**src/rtl/nibtx_pkg.sv**
```systemverilog
package nibtx_pkg;

  localparam int MODE_W = 3;

  typedef logic [MODE_W-1:0] ifmode_t;

  localparam ifmode_t IFM_SER_SLAVE  = 3'd2;
  localparam ifmode_t IFM_SER_MASTER = 3'd3;
  localparam ifmode_t IFM_NIB_SLAVE  = 3'd5;
  localparam ifmode_t IFM_NIB_MASTER = 3'd6;

  // True for the modes in which the local loopback path can be used
  function automatic logic loop_allowed(input ifmode_t m);
    return (m == IFM_SER_SLAVE) || (m == IFM_SER_MASTER) ||
           (m == IFM_NIB_SLAVE) || (m == IFM_NIB_MASTER);
  endfunction

endpackage

```
**src/rtl/nibtx_phase_gen.sv**
```systemverilog
module nibtx_phase_gen #(
  parameter int DIV_RATIO = 4,
  parameter int CAP_EDGE  = 3
) (
  input  logic clk,
  input  logic rst_n,
  input  logic resync,
  output logic running,
  output logic nib_clk,
  output logic cap_stb
);
  localparam int PH_W = (DIV_RATIO > 1) ? $clog2(DIV_RATIO) : 1;
  localparam int HALF = DIV_RATIO / 2;
  localparam logic [PH_W-1:0] CAP_PH  = PH_W'(CAP_EDGE - 1);
  localparam logic [PH_W-1:0] HALF_PH = PH_W'(HALF);

  logic [PH_W-1:0] ph;
  logic [PH_W-1:0] ph_next;

  assign ph_next = ph + PH_W'(1);

  // The capture edge is counted from the nibble-clock rising edge; a resync wins
  assign cap_stb = running && !resync && (ph == CAP_PH);

  always_ff @(posedge clk) begin
    if (!rst_n) begin
      running <= 1'b0;
      ph      <= '0;
      nib_clk <= 1'b0;
    end else if (resync) begin
      running <= 1'b1;
      ph      <= '0;
      nib_clk <= 1'b1;
    end else if (running) begin
      ph      <= ph_next;
      nib_clk <= (ph_next < HALF_PH);
    end
  end

endmodule

```
**src/rtl/nibtx_shifter.sv**
```systemverilog
module nibtx_shifter #(
  parameter int NIB_W = 4
) (
  input  logic             clk,
  input  logic             rst_n,
  input  logic             flush,
  input  logic             load,
  input  logic [NIB_W-1:0] nib,
  output logic             ser_out,
  output logic             ser_valid,
  output logic             first_bit
);
  localparam int CNT_W = $clog2(NIB_W) + 1;

  logic [NIB_W-1:0] sh;
  logic [CNT_W-1:0] remain;
  logic             mark_pend;

  always_ff @(posedge clk) begin
    if (!rst_n) begin
      sh        <= '0;
      remain    <= '0;
      ser_out   <= 1'b0;
      ser_valid <= 1'b0;
      first_bit <= 1'b0;
      mark_pend <= 1'b0;
    end else if (flush) begin
      sh        <= '0;
      remain    <= '0;
      ser_out   <= 1'b0;
      ser_valid <= 1'b0;
      first_bit <= 1'b0;
      mark_pend <= 1'b1;
    end else if (load) begin
      ser_out   <= nib[NIB_W-1];
      sh        <= {nib[NIB_W-2:0], 1'b0};
      remain    <= CNT_W'(NIB_W - 1);
      ser_valid <= 1'b1;
      first_bit <= mark_pend;
      mark_pend <= 1'b0;
    end else if (remain != '0) begin
      ser_out   <= sh[NIB_W-1];
      sh        <= {sh[NIB_W-2:0], 1'b0};
      remain    <= remain - CNT_W'(1);
      first_bit <= 1'b0;
    end else begin
      ser_out   <= 1'b0;
      ser_valid <= 1'b0;
      first_bit <= 1'b0;
    end
  end

endmodule

```
**src/rtl/nibtx_lpbk_guard.sv**
```systemverilog
module nibtx_lpbk_guard
  import nibtx_pkg::*;
(
  input  logic    clk,
  input  logic    rst_n,
  input  ifmode_t mode_sel,
  input  logic    lpbk_req,
  output logic    lpbk_en,
  output logic    mode_err
);
  logic ok;

  assign ok = loop_allowed(mode_sel);

  always_ff @(posedge clk) begin
    if (!rst_n) begin
      lpbk_en  <= 1'b0;
      mode_err <= 1'b0;
    end else begin
      lpbk_en <= lpbk_req && ok;
      if (lpbk_req && !ok) mode_err <= 1'b1;
    end
  end

endmodule

```
**src/rtl/nibtx_ingress.sv**
```systemverilog
module nibtx_ingress
  import nibtx_pkg::*;
#(
  parameter int NIB_W    = 4,
  parameter int CAP_EDGE = 3
) (
  input  logic             clk_line,
  input  logic             rst_n,
  input  logic             frame_ref,
  input  logic [NIB_W-1:0] nib_in,
  input  logic [MODE_W-1:0] mode_sel,
  input  logic             lpbk_req,
  output logic             nib_clk,
  output logic             ser_out,
  output logic             ser_valid,
  output logic             frame_mark,
  output logic             lpbk_en,
  output logic             mode_err
);
  // One nibble per divided-clock period: the divider ratio equals the nibble width
  localparam int DIV_RATIO = NIB_W;

  logic fr_q;
  logic fr_rise;
  logic running;
  logic cap_stb;

  always_ff @(posedge clk_line) begin
    if (!rst_n) fr_q <= 1'b0;
    else        fr_q <= frame_ref;
  end

  assign fr_rise = frame_ref && !fr_q;

  nibtx_phase_gen #(
    .DIV_RATIO(DIV_RATIO),
    .CAP_EDGE (CAP_EDGE)
  ) u_phase (
    .clk    (clk_line),
    .rst_n  (rst_n),
    .resync (fr_rise),
    .running(running),
    .nib_clk(nib_clk),
    .cap_stb(cap_stb)
  );

  nibtx_shifter #(
    .NIB_W(NIB_W)
  ) u_shift (
    .clk      (clk_line),
    .rst_n    (rst_n),
    .flush    (fr_rise),
    .load     (cap_stb),
    .nib      (nib_in),
    .ser_out  (ser_out),
    .ser_valid(ser_valid),
    .first_bit(frame_mark)
  );

  nibtx_lpbk_guard u_lpbk (
    .clk     (clk_line),
    .rst_n   (rst_n),
    .mode_sel(mode_sel),
    .lpbk_req(lpbk_req),
    .lpbk_en (lpbk_en),
    .mode_err(mode_err)
  );

endmodule

```
**config.mk**
```make
export PLATFORM = sky130hd
export DESIGN_NAME = nibtx_ingress
export DESIGN_NICKNAME = d
export VERILOG_FILES = /design/src/rtl/nibtx_pkg.sv /design/src/rtl/nibtx_phase_gen.sv /design/src/rtl/nibtx_shifter.sv /design/src/rtl/nibtx_lpbk_guard.sv /design/src/rtl/nibtx_ingress.sv
export SDC_FILE = /design/constraint.sdc
export NUM_CORES = 1
export LEC_CHECK = 0
export ABC_AREA = 1
export BUFFER_PORTS_ARGS = -buffer_cell sky130_fd_sc_hd__buf_2
export CAP_MARGIN = 10
export CORE_AREA = 3 3 43 45
export DETAILED_ROUTE_END_ITERATION = 6
export DIE_AREA = 0 0 46 48
export PLACE_DENSITY = 0.71
export SLEW_MARGIN = 10
export SYNTH_ARGS = -nofsm -noshare
export SYNTH_HDL_FRONTEND = slang
export SYNTH_HIERARCHICAL = 1
export SYNTH_SLANG_ARGS = --single-unit
```
**constraint.sdc**
```tcl
create_clock -name clk_line -period 1.5 [get_ports clk_line]
set_input_delay 0.45 -clock clk_line [delete_from_list [all_inputs] [get_ports clk_line]]
set_output_delay 0.45 -clock clk_line [all_outputs]
set_load 0.05 [all_outputs]
```
# After elaboration in Yosys (flattened, before gate mapping)
# Cells that the tools add are included.
# classes
add_sub_neg	2
magnitude_cmp	1
n_eq_ne	6
n_mux	12
bitwise_logic	2
reduce_logical	18
# op_table
op	n
two-way mux 1 bit	8
two-way mux 4 bit	2
equality test 3 x 2 -> 1 bit (second input constant)	2
equality test 3 bit (second input constant)	2
nonzero test 2 bit	3
OR reduction 3 bit	2
logical AND 1 bit	5
two-way mux 2 bit	2
logical NOT 1 bit	3
logical OR 1 bit	3
nonzero test 3 bit	1
subtractor 3 x 1 -> 3 bit (second input constant)	1
adder 2 x 1 -> 2 bit (second input constant)	1
equality test 2 bit (second input constant)	1
less-than comparator 2 bit (second input constant)	1
inequality test 2 bit (second input constant)	1
NOT 1 bit	2
OR reduction 2 bit	1
# totals
reg_bits	17
input_bits	11
output_inout_bits	6

# Depth between registers and ports, before layout
# logic_depth
depth_word	7
mapped_depth	9
depth_no_buf	9

# Cells and area by module
# The synthesis kept the hierarchy.
# modules_own_cells
module	n_inst	cells_each	area_each_um2	seq_area_each_um2
nibtx_shifter	1	54	432.9	200.2
nibtx_phase_gen	1	26	173.9	80.1
nibtx_lpbk_guard	1	13	82.6	40.0
nibtx_ingress	1	5	37.5	20.0

# Worst setup path before layout
# OpenSTA, ideal clock, no wires.
# synth_path
path_kind	input to register
from	input port frame_ref
to	register u_shift.remain[0]
t_arrival_ns	1.245
required_time_ns	1.384
slack_ns	0.140
path_stages	7
path_cell_list	inv_1 -> nor2_2 -> nor2_1 -> inv_2 -> nand3_4 -> o21ai_0 -> nor2_1
# synth_between
elab_chain_cells	5
# synth_rtl
element	line_no	rtl
start: declaration	nibtx_ingress.sv:9	input logic frame_ref,
logical AND 1 bit (*)	nibtx_ingress.sv:33	assign fr_rise = frame_ref && !fr_q;
via fr_rise	nibtx_ingress.sv:24	logic fr_rise;
logical NOT 1 bit (*)	nibtx_phase_gen.sv:23	assign cap_stb = running && !resync && (ph == CAP_PH);
logical AND 1 bit (*) (2 in a row)	nibtx_phase_gen.sv:23	
via cap_stb	nibtx_ingress.sv:26	logic cap_stb;
two-way mux 2 bit or nonzero test 2 bit (tied branches)	-	
end signal: assignment	nibtx_shifter.sv:37	remain <= CNT_W'(NIB_W - 1);
end signal: assignment	nibtx_shifter.sv:44	remain <= remain - CNT_W'(1);
end: declaration	nibtx_shifter.sv:16	logic [CNT_W-1:0] remain;
# The timed path passes the listed nets; every way through them passes the cells marked *.
# A chain may end at the register's enable or synchronous reset.

# Worst setup path in the final report
# layout_path
from	register u_lpbk.mode_err
to	output port mode_err
# layout_rtl
element	line_no	rtl
start: declaration	nibtx_lpbk_guard.sv:9	output logic mode_err
start signal: assignment	nibtx_lpbk_guard.sv:18	mode_err <= 1'b0;
start signal: assignment	nibtx_lpbk_guard.sv:21	if (lpbk_req && !ok) mode_err <= 1'b1;
end: declaration	nibtx_ingress.sv:18	output logic mode_err
# No word-level cell between the ends.

==> impl_metrics.sql <==
INSERT INTO impl_metrics (metric_group, metric, value, unit) VALUES
('status', 'status', 'complete, no violations', ''),
('layout', 'antenna_cells_inserted', '0', ''),
('synthesis', 'yosys_most_used_dff', 'sky130_fd_sc_hd__dfxtp_1', ''),
('setup_path', 'critical_path_peak_fanout', '2', ''),
('clock_network', 'cts_root_buffer', 'sky130_fd_sc_hd__clkbuf_4', ''),
('synthesis', 'synth_area_per_cell', '7.418', 'µm²'),
('synthesis', 'synth.distinct_cells', '16', ''),
('setup_path', 'crit_path_end', 'mode_err', ''),
('layout', 'post-route-util', '57.64', '%'),
('hold_path', 'worstHoldPathType', 'in2reg', ''),
('timing', 'timing.setup.tns', '0', 'ns'),
('global_route', 'gr-total-overflow', '0', ''),
('layout', 'multi_input_area', '326.6', 'µm²'),
('synthesis', 'yosysSeqAreaShare', '46.82', '%'),
('setup_path', 'critical_path.cell_chain', 'buf_2', ''),
('synthesis', 'synth-edff-count', '0', ''),
('layout', 'nFillCells', '138', ''),
('global_route', 'antenna_violations_before_repair', '0', ''),
('floorplanning', 'die_area', '2208', 'µm²'),
('timing', 'fin_worst_hold_slack', '0.3580', 'ns'),
('setup_path', 'worst-r2r-setup-slack', '0.23', 'ns'),
('place', 'placed_cells', '132', ''),
('detailed_routing', 'vias', '636', ''),
('setup_path', 'worstRegToRegCells', '8', ''),
('flow_run', 'drv.max_cap_violation_count', '0', ''),
('layout', 'seqCellArea', '340.3', 'µm²'),
('timing', 'min_period', '1.328', 'ns'),
('power_and_ir_drop', 'finalPower', '1.160', 'mW'),
('synthesis', 'post_synth_instance_area', '726.9', 'µm²'),
('layout', 'flow.area_growth_from_synthesis', '19.45', '%'),
('setup_path', 'crit_path_max_delay_family', 'flip-flops', ''),
('detailed_routing', 'post_dr_vias_cell', '4.676', ''),
('global_route', 'grt_util_all_layers', '14.59', '%'),
('setup_path', 'critical_path_depth', '1', ''),
('timing', 'period_share', '88.50', '%'),
('timing', 'worst_pin_slew', '0.2554', 'ns'),
('setup_path', 'regToRegEndpoint', 'u_shift/remain[0]', ''),
('clock_network', 'post_cts.resized_instances', '0', ''),
('floorplanning', 'dieWidth', '46', 'µm'),
('layout', 'final_cell_count_no_fill', '136', ''),
('floorplanning', 'initial_utilization', '48.26', '%'),
('floorplanning', 'row_count', '14', ''),
('clock_network', 'post_cts_buffers', '0', ''),
('place', 'port_buffers', '16', ''),
('synthesis', 'ys_ff_latch', '17', ''),
('timing', 'grt_setup_unrepaired', 'no', ''),
('detailed_routing', 'drcViolationCount', '0', ''),
('timing', 'postLayoutSetupSlackWorst', '0.1725', 'ns'),
('setup_path', 'startpoint_type', 'flop', ''),
('setup_path', 'crit_path_top_delay_cell', 'sky130_fd_sc_hd__dfxtp_1', ''),
('detailed_routing', 'detailedRoute.firstPassIterationCount', '4', ''),
('place', 'placement.cell_area', '842.1', 'µm²'),
('clock_network', 'clkLatencyLatePin', '0.28', 'ns'),
('synthesis', 'synth.top_cell.area_share', '46.82', '%'),
('floorplanning', 'floorplan.io_pins', '17', ''),
('synthesis', 'synthesis.yosys.warnings', '6', ''),
('timing', 'timing_max_transition_violations_final', '0', ''),
('layout', 'layout.cell_area.non_filler', '868.3', 'µm²'),
('power_and_ir_drop', 'ir_worst_vdd', '0.7060', 'mV'),
('timing', 'slew_headroom', '83.09', '%'),
('setup_path', 'required', '1.05', 'ns'),
('clock_network', 'tritoncts.num_buffers', '3', ''),
('detailed_routing', 'drt-total-wl', '1347', 'µm'),
('layout', 'share_of_post_route_cells_with_drive_strength_above_1', '22.50', '%'),
('setup_path', 'timing.setup.critical_path_class', 'reg2out', ''),
('detailed_routing', 'drt_first_iter_violations', '12', ''),
('synthesis', 'syn-num-nets', '112', ''),
('setup_path', 'worstSetupEndpointType', 'output port', ''),
('hold_path', 'timing.hold.worst_path_depth', '3', ''),
('power_and_ir_drop', 'power_per_cell_area', '1336', 'nW/µm²'),
('place', 'pre_cts_slack', '0.1080', 'ns');
## per-layer routing
metal	up-vias	part of all wire, %	track usage [%]
li1	348	-	-
met1	275	51	18.49
met2	13	44	23.35
met3	0	5.0	2.632
met4	0	0	7.955
met5	-	0	0
## final cells by class
| cell class | instances | share of cell area, % |
|---|---|---|
| clock buffers | 4 | 3.026 |
| inverters | 16 | 6.916 |
| multi-input cells | 65 | 37.61 |
| flip-flops and latches | 17 | 39.19 |
| well taps | 16 | 2.305 |
| repair buffers | 18 | 10.95 |
## worst min-delay path by stage
stage	start	end	slack [ns]
final	frame_ref	fr_q	0.36
after global routing	frame_ref	fr_q	0.38
after CTS	frame_ref	fr_q	0.35
after detailed placement	u_lpbk/mode_err	u_lpbk/mode_err	0.43
after global placement	u_lpbk/mode_err	u_lpbk/mode_err	0.43
after floorplan	u_phase/ph[0]	u_phase/ph[0]	0.44
## power by group
part | internal [mW] | switching (mW) | total (mW)
clock network | 0.103 | 0.136 | 0.239
registers | 0.498 | 0.0277 | 0.526
logic | 0.149 | 0.246 | 0.396
total | 0.750 | 0.410 | 1.16
## kinds of logic after synthesis
family                   after synthesis  share of synthesized area (%)
AO/OA/AOI/OAI                          9                          6.196
flip-flops                            17                          46.82
adder cells (fa/ha/maj)                3                          5.164
XOR/XNOR                               1                          1.205
buffers and inverters                 16                          8.262
AND/OR/NAND/NOR                       52                          32.36
## cell usage in the layout, fill, tap and decap left out
cell type / count
sky130_fd_sc_hd__o21ai_0: 3
sky130_fd_sc_hd__inv_1: 14
sky130_fd_sc_hd__dfxtp_1: 17
sky130_fd_sc_hd__nand4_1: 2
sky130_fd_sc_hd__nor2_1: 12
sky130_fd_sc_hd__a21oi_1: 6
sky130_fd_sc_hd__and3_2: 1
sky130_fd_sc_hd__clkbuf_1: 1
sky130_fd_sc_hd__xnor2_1: 1
sky130_fd_sc_hd__nand3_4: 1
sky130_fd_sc_hd__nor2_2: 1
sky130_fd_sc_hd__nand3_1: 5
sky130_fd_sc_hd__buf_2: 16
sky130_fd_sc_hd__nor3_1: 1
sky130_fd_sc_hd__nor2_4: 1
sky130_fd_sc_hd__ha_1: 3
sky130_fd_sc_hd__inv_2: 2
sky130_fd_sc_hd__clkbuf_4: 3
sky130_fd_sc_hd__buf_4: 2
sky130_fd_sc_hd__nand2_1: 28
## sequential cells by signal, summed over array words and instances (netlist names)
signal	count
u_phase/ph	2
u_phase/running	1
fr_q	1
u_shift/ser_valid	1
u_shift/remain	3
u_shift/mark_pend	1
u_shift/sh	3
u_lpbk/lpbk_en	1
u_lpbk/mode_err	1
u_phase/nib_clk	1
u_shift/first_bit	1
u_shift/ser_out	1
(Power assumes the default switching activity.)
